File: src/rtl/gshare_pkg.sv
package gshare_pkg;
  typedef logic [1:0] ctr_t;
  localparam ctr_t CTR_INIT = 2'b10;

  typedef enum logic [1:0] {
    ST_RUN  = 2'd0,
    ST_WAIT = 2'd1,
    ST_LOAD = 2'd2
  } stall_st_e;

  function automatic ctr_t ctr_next(ctr_t c, logic taken);
    if (taken) return (c == 2'b11) ? c : c + 2'b01;
    else       return (c == 2'b00) ? c : c - 2'b01;
  endfunction
endpackage

File: src/rtl/gshare_hist.sv
module gshare_hist #(
  parameter int HIST_W = 8
) (
  input  logic              clk_i,
  input  logic              rst_ni,
  input  logic              shift_i,
  input  logic              taken_i,
  output logic [HIST_W-1:0] hist_o
);
  logic [HIST_W-1:0] hist_q;

  always_ff @(posedge clk_i or negedge rst_ni) begin
    if (!rst_ni)      hist_q <= '0;
    else if (shift_i) hist_q <= {hist_q[HIST_W-2:0], taken_i};
  end

  assign hist_o = hist_q;
endmodule

File: src/rtl/gshare_pht.sv
module gshare_pht
  import gshare_pkg::*;
#(
  parameter int IDX_W = 8,
  localparam int DEPTH = 1 << IDX_W
) (
  input  logic             clk_i,
  input  logic             rst_ni,
  input  logic [IDX_W-1:0] rd_idx_i,
  output ctr_t             rd_ctr_o,
  input  logic             wr_en_i,
  input  logic [IDX_W-1:0] wr_idx_i,
  input  logic             wr_taken_i
);
  ctr_t ctr_q [DEPTH];
  ctr_t wr_val;

  assign wr_val   = ctr_next(ctr_q[wr_idx_i], wr_taken_i);
  assign rd_ctr_o = ctr_q[rd_idx_i];

  for (genvar e = 0; e < DEPTH; e++) begin : g_ent
    always_ff @(posedge clk_i or negedge rst_ni) begin
      if (!rst_ni)                                      ctr_q[e] <= CTR_INIT;
      else if (wr_en_i && (wr_idx_i == IDX_W'(e)))      ctr_q[e] <= wr_val;
    end
  end
endmodule

File: src/rtl/gshare_stall.sv
module gshare_stall
  import gshare_pkg::*;
(
  input  logic clk_i,
  input  logic rst_ni,
  input  logic miss_i,
  input  logic resolve_i,
  output logic stall_o,
  output logic redirect_o
);
  stall_st_e st_q, st_d;

  always_comb begin
    st_d = st_q;
    unique case (st_q)
      ST_RUN:  if (miss_i)    st_d = ST_WAIT;
      ST_WAIT: if (resolve_i) st_d = ST_LOAD;
      ST_LOAD:                st_d = ST_RUN;
      default:                st_d = ST_RUN;
    endcase
  end

  always_ff @(posedge clk_i or negedge rst_ni) begin
    if (!rst_ni) st_q <= ST_RUN;
    else         st_q <= st_d;
  end

  assign stall_o    = (st_q != ST_RUN);
  assign redirect_o = (st_q == ST_LOAD);
endmodule

File: src/rtl/gshare_bp.sv
module gshare_bp
  import gshare_pkg::*;
#(
  parameter int HIST_W = 8
) (
  input  logic              clk_i,
  input  logic              rst_ni,
  input  logic              fetch_valid_i,
  input  logic              fetch_cbr_i,
  input  logic [HIST_W-1:0] fetch_word_pc_i,
  input  logic              fetch_taken_i,
  input  logic              resolve_i,
  output logic              pred_valid_o,
  output logic              pred_taken_o,
  output logic              mispredict_o,
  output logic              stall_o,
  output logic              redirect_o
);
  logic [HIST_W-1:0] ghr;
  logic [HIST_W-1:0] idx;
  ctr_t              ctr;
  logic              use_q;

  assign use_q = fetch_valid_i & fetch_cbr_i & ~stall_o;
  assign idx   = fetch_word_pc_i ^ ghr;

  gshare_hist #(.HIST_W(HIST_W)) u_hist (
    .clk_i   (clk_i),
    .rst_ni  (rst_ni),
    .shift_i (use_q),
    .taken_i (fetch_taken_i),
    .hist_o  (ghr)
  );

  gshare_pht #(.IDX_W(HIST_W)) u_pht (
    .clk_i      (clk_i),
    .rst_ni     (rst_ni),
    .rd_idx_i   (idx),
    .rd_ctr_o   (ctr),
    .wr_en_i    (use_q),
    .wr_idx_i   (idx),
    .wr_taken_i (fetch_taken_i)
  );

  gshare_stall u_stall (
    .clk_i      (clk_i),
    .rst_ni     (rst_ni),
    .miss_i     (mispredict_o),
    .resolve_i  (resolve_i),
    .stall_o    (stall_o),
    .redirect_o (redirect_o)
  );

  assign pred_valid_o = use_q;
  assign pred_taken_o = use_q & ctr[1];
  assign mispredict_o = use_q & (ctr[1] ^ fetch_taken_i);
endmodule

File: config.mk
export PLATFORM = sky130hd
export DESIGN_NAME = gshare_bp
export DESIGN_NICKNAME = d
export VERILOG_FILES = /design/src/rtl/gshare_pkg.sv /design/src/rtl/gshare_hist.sv /design/src/rtl/gshare_pht.sv /design/src/rtl/gshare_stall.sv /design/src/rtl/gshare_bp.sv
export SDC_FILE = /design/constraint.sdc
export NUM_CORES = 1
export LEC_CHECK = 0
export CORE_UTILIZATION = 45
export DETAILED_ROUTE_END_ITERATION = 7
export MAX_ROUTING_LAYER = met4
export PLACE_DENSITY = 0.7
export SLEW_MARGIN = 20
export SYNTH_ARGS = -nofsm -noshare
export SYNTH_HDL_FRONTEND = slang
export SYNTH_SLANG_ARGS = --single-unit
File: constraint.sdc
create_clock -name clk_i -period 5.4 [get_ports clk_i]
set_input_delay 1.08 -clock clk_i [delete_from_list [all_inputs] [get_ports clk_i]]
set_output_delay 1.08 -clock clk_i [all_outputs]
set_load 0.03 [all_outputs]
==> reports/metrics.csv, run 1 <==
stage,metric,value,unit
status,status,"complete, no violations",
setup_path,Critical Path Start,fetch_word_pc_i[1],
sta,final worst-path cycle share,98.2,%
setup_path,"slowest stage delay, CP",540,ps
clock_network,CTS Buffer Depth,3,
power,pwr dens,584,mW/mm^2
floorplanning,die area,0.0539,mm^2
worst_hold_path,WHS Path Cells,2,
setup_path,"Critical Path, Cell by Cell","clkdlybuf4s50_1, buf_4, xor2_4, buf_4, nor3_4, buf_12, buf_4, a32oi_1, nand4_1, a22oi_2, a21oi_1, buf_4, nor4_4, buf_4, xnor2_1, nor2_1, buf_4",
clock_network,cts bufs inserted,55,
yosys,Cells after Synth,2608,
setup_path,Crit Path Class,input port to output pin,
sta,Max Slew Vio Count,0,
sta,Worst-Margin Slew,992,ps
sta,setup ws final,98.7,ps
setup_path,CP max stage cell,clkdlybuf4s50_1,
clock_network,clock sink count,522,
layout,Layout fillers,4445,
yosys,share of flip-flops with an asynchronous set or reset,100,%
placed_design,IO buf count,18,
yosys,Main synth FF type,dfrtp_1,
clock_network,Post-CTS Hold Fix Bufs,0,
floorplanning,Die Span Y,232,um
setup_path,Critical Path RT,4320,ps
yosys,Netlist Area Pre-Place,0.0238,mm^2
layout,layout cells sized above 1,20.2,%
floorplanning,top-level port count,19,
clock_network,CTS tree,yes,
setup_path,crit path max fanout,18,
power,peak supply drop,0.00105,V
route,ANT nets after route,0,
floorplanning,Die Width,232,um
setup_path,critical path's most frequent cell,buf_4,
grt,vias in the first global route,19918,
setup_path,Critical Path AT,4220,ps
sta,final hold slack,479,ps
setup_path,Reg2Reg Launch Point,u_hist.hist_o[0]$_DFFE_PN0P_,
placed_design,routability cong.,0.915,
layout,Final nets,2711,
setup_path,CP Launch Type,input port,
setup_path,reg2reg setup slack,1290,ps
placed_design,pre-CTS WS,-208,ps
route,DR vias,20268,
floorplanning,# rows,83,
layout,final non-filler cell area,0.0281,mm^2
placed_design,DP Area,0.0259,mm^2
placed_design,Post-DP HPWL,45000,um
layout,Post-Route Utilization,54.3,%
layout,number of antenna cells inserted,0,
sta,skew final,18.7,ps
sta,Setup Viol. Count Final,0,
sta,maximum clock frequency,189,MHz
floorplanning,Starting Density,46.0,%
grt,first-pass GRT wire length,113000,um
yosys,syn nets,2622,
route,drt total wl,72700,um
layout,Final Non-Filler Cells,3422,
yosys,Post-synth EDFFs,0,
setup_path,CP Capture Type,output pin,
route,first-pass detailed-route iteration total,6,
yosys,Synth cell types,30,
clock_network,Clock Pin Slew Worst Setup and Hold Paths,60,ps
route,wire per inst,21.2,um
grt,largest net degree at the start of global routing,152,
sta,final hold viol count,0,
grt,initial antenna violation count,0,
worst_hold_path,Hold Crit Class,flip-flop to flip-flop,
placed_design,Inst Count DP,3306,
grt,gr ovfl total,0,
sta,min Tclk post-route,5300,ps
yosys,Syn. warnings,0,
route,Via density,5.92,
power,P_leak,11.0,nW
yosys,"Seq/Total Area, Yosys",56.2,%
route,Residual DRC,0,
sta,Slew headroom,33.6,%
layout,most frequent cells in the layout,"1029 x nand2_1, 273 x o21ai_0, 266 x dfrtp_1, 256 x dfstp_2, 240 x o21ai_1",
setup_path,crit path to,mispredict_o,
layout,P&R area growth vs syn,18.1,%
yosys,"Avg Cell Area, Syn",9.13,um^2
floorplanning,CORE AREA,0.0518,mm^2
route,DRT iter0 DRCs,2211,
setup_path,R2R cell count,13,
clock_network,CTS root buf,clkbuf_16,
layout,"most common cell after layout, fill and taps aside",nand2_1,
setup_path,Critical R2R Capture,u_pht.ctr_q[140]$_DFFE_PN0P_,
clock_network,htree depth,2,
grt,GRT Util Overall,28.1,%
yosys,number of synthesized register bits,522,
clock_network,clock latency on the worst-skew pair,620,ps
run,max_cap viols,0,
sta,RSZ-0062 raised after global routing,false,
==> cells in the mapped netlist (all sizes together) (13+ instances only) <==
library cell / n / share of area, %
nor2: 51 / 0.80
dfrtp: 266 / 28
nor3: 13 / 0.44
a22oi: 22 / 0.69
buf: 53 / 1.1
mux2i: 112 / 4.7
a32oi: 112 / 4.1
clkbuf: 94 / 1.5
nand2: 1029 / 16
dfstp: 256 / 28
mux4: 16 / 1.5
nand4: 30 / 0.79
o21ai: 514 / 11
==> what timing repair did <==
| item | CTS | global route |
|---|---|---|
| setup endpoints to repair | 2 | 2 |
| pin swaps | 4 | 0 |
| setup buffers | 12 | 1 |
| resized for setup | 4 | 7 |
| gates cloned | 1 | 0 |
==> through the flow <==
step           setup TNS [ps]  total power, mW
2_1_floorplan               0             9.01
3_3_place_gp             -285             11.8
3_5_place_dp             -231             11.9
4_1_cts                     0             16.3
5_1_grt                     0             17.1
6_report                    0             16.4
==> final cells by class <==
class	instances	area, um^2	share of cell area, %
clock inverter	20	352	1.25
multi-input combinational	1935	9960	35.4
sequential	522	13400	47.6
clock buffer	82	1690	6.00
inverter	4	15.0	0.0534
timing repair buffer	179	1880	6.68
tap	680	851	3.02
==> flip-flops by register name, summed over array words and instances, names as in the netlist <==
| name | flops |
|---|---|
| u_stall.st_q | 2 |
| u_hist.hist_o | 8 |
| u_pht.ctr_q | 512 |
==> power by group <==
part           total (mW)  internal (mW)  switching [mW]  leakage, nW
sequential           5.18           4.77           0.413         6.33
clock                4.21           2.59            1.62        0.998
combinational        7.02           2.13            4.89         3.64
total                16.4           9.49            6.92         11.0
==> metal layers <==
layer	vias up	wire, um	GRT usage, %
li1	9201	-	-
met1	9898	30300	37.8
met2	976	32900	41.9
met3	193	6710	5.07
met4	0	2720	11.2
met5	-	0	-
==> critical path, delay by kind of cell <==
kind                   cells  cell delay, ps
AO/OA/AOI/OAI              3             540
AND/OR/NAND/NOR            4             570
XOR/XNOR                   2             310
buffers and inverters      8            1720
==> cells by family after synthesis <==
| family | after synthesis | synth area share [%] |
|---|---|---|
| AOI/OAI and AO/OA | 655 | 15.8 |
| xor gates and xnor gates | 15 | 0.583 |
| adders and majority gates | 1 | 0.0473 |
| buffers and inverters | 151 | 2.63 |
| DFF | 522 | 56.2 |
| muxes | 128 | 6.22 |
| and+or+nand+nor | 1136 | 18.6 |
==> worst min path at each step <==
stage / slack (ps) / endpoint / startpoint
floorplan: 440 / u_pht.ctr_q[74]$_DFFE_PN0P_ / u_pht.ctr_q[74]$_DFFE_PN0P_
global placement: 460 / u_pht.ctr_q[78]$_DFFE_PN0P_ / u_pht.ctr_q[78]$_DFFE_PN0P_
detailed placement: 470 / u_pht.ctr_q[116]$_DFFE_PN0P_ / u_pht.ctr_q[116]$_DFFE_PN0P_
CTS: 480 / u_pht.ctr_q[99]$_DFFE_PN1P_ / u_pht.ctr_q[99]$_DFFE_PN1P_
global route: 490 / u_pht.ctr_q[403]$_DFFE_PN1P_ / u_pht.ctr_q[403]$_DFFE_PN1P_
finish: 480 / u_pht.ctr_q[116]$_DFFE_PN0P_ / u_pht.ctr_q[116]$_DFFE_PN0P_
Note: power is estimated with default switching activity, not from simulation.
==> inputs of run 2 (changes only) <==
--- a/config.mk
+++ b/config.mk
@@ -5,6 +5,7 @@
 export SDC_FILE = /design/constraint.sdc
 export NUM_CORES = 1
 export LEC_CHECK = 0
+export CORE_ASPECT_RATIO = 2
 export CORE_UTILIZATION = 45
 export DETAILED_ROUTE_END_ITERATION = 7
 export MAX_ROUTING_LAYER = met4
==> run 2 against run 1 <==
Final cell count decreased by 0.67%. Register-to-register slack gained 90 ps. Clock skew barely moved. Via count is 0.24% lower. Global-route usage up 0.99 points. Fmax grew 0.85%. Flip-flop and latch count did not move. First-iteration DRC count fell by 11%. Power down 1.8%. Worst setup slack improved by 45 ps. Combinational power rose by 3%. Die area up 0.10%. Largest cell class unchanged. Largest power group unchanged. Highest routed layer unchanged.
==> reports/metrics.csv, run 2 (synthesis gave the netlist of run 1 again) <==
stage,metric,value,unit
clock_network,CTS tree,yes,
layout,Final Non-Filler Cells,3399,
setup_path,"CP delay by family, top",buffers and inverters,
setup_path,Critical path buffers and inverters,7,
sta,Max Slew Vio Count,0,
setup_path,R2R cell count,13,
power,peak supply drop,0.00139,V
placed_design,Inst Count DP,3296,
route,DRT iter0 DRCs,1958,
grt,first-pass GRT wire length,115000,um
route,Residual DRC,0,
placed_design,routability cong.,0.973,
layout,area of the multi-input gates,0.0100,mm^2
status,status,"complete, no violations",
power,pwr dens,577,mW/mm^2
sta,RSZ-0062 raised after global routing,false,
setup_path,critical path's most frequent cell,buf_12,
layout,final non-filler cell area,0.0279,mm^2
route,metal3 WL,4950,um
route,ANT nets after route,0,
layout,most frequent cells in the layout,"1029 x nand2_1, 273 x o21ai_0, 266 x dfrtp_1, 256 x dfstp_2, 240 x o21ai_1",
sta,Worst-Margin Slew,977,ps
layout,"most common cell after layout, fill and taps aside",nand2_1,
route,first-pass detailed-route iteration total,8,
layout,Layout fillers,4467,
worst_hold_path,Hold Crit Start,u_pht.ctr_q[137]$_DFFE_PN1P_,
clock_network,clock sink count,522,
grt,largest net degree at the start of global routing,130,
floorplanning,CORE AREA,0.0520,mm^2
route,DR vias,20219,
layout,Biggest register,u_pht.ctr_q,
setup_path,Critical Path AT,4180,ps
floorplanning,Die Span Y,327,um
clock_network,htree depth,2,
clock_network,clock latency on the worst-skew pair,590,ps
worst_hold_path,WHS Path Cells,2,
grt,GRT Util Overall,29.1,%
route,Via density,5.95,
sta,final worst-path cycle share,97.3,%
route,drt total wl,74700,um
layout,max reg flops,512,
grt,initial antenna violation count,1,
placed_design,Post-DP HPWL,49400,um
sta,Setup Viol. Count Final,0,
setup_path,Reg2Reg Launch Point,u_hist.hist_o[0]$_DFFE_PN0P_,
sta,final hold viol count,0,
grt,gr ovfl total,0,
sta,final hold slack,478,ps
setup_path,"Critical Path, Cell by Cell","clkdlybuf4s50_1, xor2_1, buf_4, nor3_4, buf_12, buf_12, buf_12, a32oi_1, nand4_1, a22oi_2, a21oi_1, or4_4, nor2_1, buf_4, buf_12",
worst_hold_path,Hold Crit Class,flip-flop to flip-flop,
floorplanning,die area,0.0539,mm^2
route,met1 WL,27400,um
sta,setup TNS,0,ps
power,P_leak,10.9,nW
clock_network,Clock Pin Slew Worst Setup and Hold Paths,60,ps
setup_path,Critical Path Start,fetch_word_pc_i[3],
floorplanning,# rows,118,
layout,P&R area growth vs syn,17.2,%
sta,min Tclk post-route,5260,ps
setup_path,CP max stage cell,or4_4,
run,max_cap viols,0,
clock_network,Post-CTS Hold Fix Bufs,0,
setup_path,"slowest stage delay, CP",560,ps
setup_path,CP Capture Type,output pin,
placed_design,DP Area,0.0259,mm^2
setup_path,Crit Path Class,input port to output pin,
layout,Post-Route Utilization,53.7,%
sta,skew final,18.9,ps
route,DR top layer,met4,
clock_network,CTS root buf,clkbuf_16,
floorplanning,Starting Density,45.8,%
setup_path,Critical Path RT,4320,ps
sta,maximum clock frequency,190,MHz
setup_path,cell count along the critical path,15,
layout,Final nets,2716,
layout,storage element area,0.0134,mm^2
clock_network,CTS Buffer Depth,3,
route,wire per inst,22.0,um
placed_design,IO buf count,18,
layout,layout cells sized above 1,20.3,%
clock_network,cts bufs inserted,46,
grt,vias in the first global route,20338,
floorplanning,Die Width,165,um
setup_path,CP Launch Type,input port,
setup_path,crit path max fanout,10,
floorplanning,top-level port count,19,
sta,Slew headroom,34.8,%
route,met2 WL post-DR,36300,um
[run 2: area by class of cell]
| class | instances | share of cell area, % |
|---|---|---|
| sequential | 522 | 47.9 |
| multi-input combinational | 1935 | 35.8 |
| timing repair buffer | 193 | 7.06 |
| clock buffer | 66 | 4.87 |
| tap | 660 | 2.96 |
| clock inverter | 18 | 1.26 |
| inverter | 4 | 0.0538 |
| antenna | 1 | 0.00896 |
[run 2: path summary, 6_finish.rpt]
| path | endpoint | slack [ps] |
|---|---|---|
| max | pred_taken_o | 140 |
| min | u_pht.ctr_q[137]$_DFFE_PN1P_ | 480 |
| max reg2reg | u_pht.ctr_q[118]$_DFFE_PN0P_ | 1380 |
| min reg2reg | u_pht.ctr_q[137]$_DFFE_PN1P_ | 480 |
| max in group asynchronous | u_pht.ctr_q[268]$_DFFE_PN0P_ | 3570 |
| min in group asynchronous | u_pht.ctr_q[54]$_DFFE_PN0P_ | 570 |
[run 2: tightest hold or removal path: stages, from the launching register on]
cell and delay, ps:
dfstp_2 370, nand2_1 40, o21ai_0 60
[run 2: timing repair]
item,CTS,global route
buffers inserted,19,0
gates resized for setup,5,14
setup endpoints to repair,2,2
endpoints found under the hold margin,0,0
pin swaps,8,6
[run 2: metal layers]
metal / vias to the layer above / GRT usage [%]
met3: 315 / 3.96
met4: 0 / 20.7
met5: - / -
met1: 9847 / 33.1
met2: 871 / 46.6
li1: 9186 / -
[run 2: metrics by stage]
step,total power [mW],worst slack [ps]
finish,16.1,143
global placement,12.0,-246
detailed placement,12.1,-286
global route,16.8,75.5
floorplan,9.01,862
CTS,16.0,0.855
[run 2: where the power goes]
| part | switching, mW | leakage (nW) | total, mW | internal [mW] |
|---|---|---|---|---|
| Sequential | 0.413 | 6.33 | 5.18 | 4.77 |
| Combinational | 4.96 | 3.71 | 7.21 | 2.24 |
| Clock | 1.50 | 0.824 | 3.73 | 2.23 |
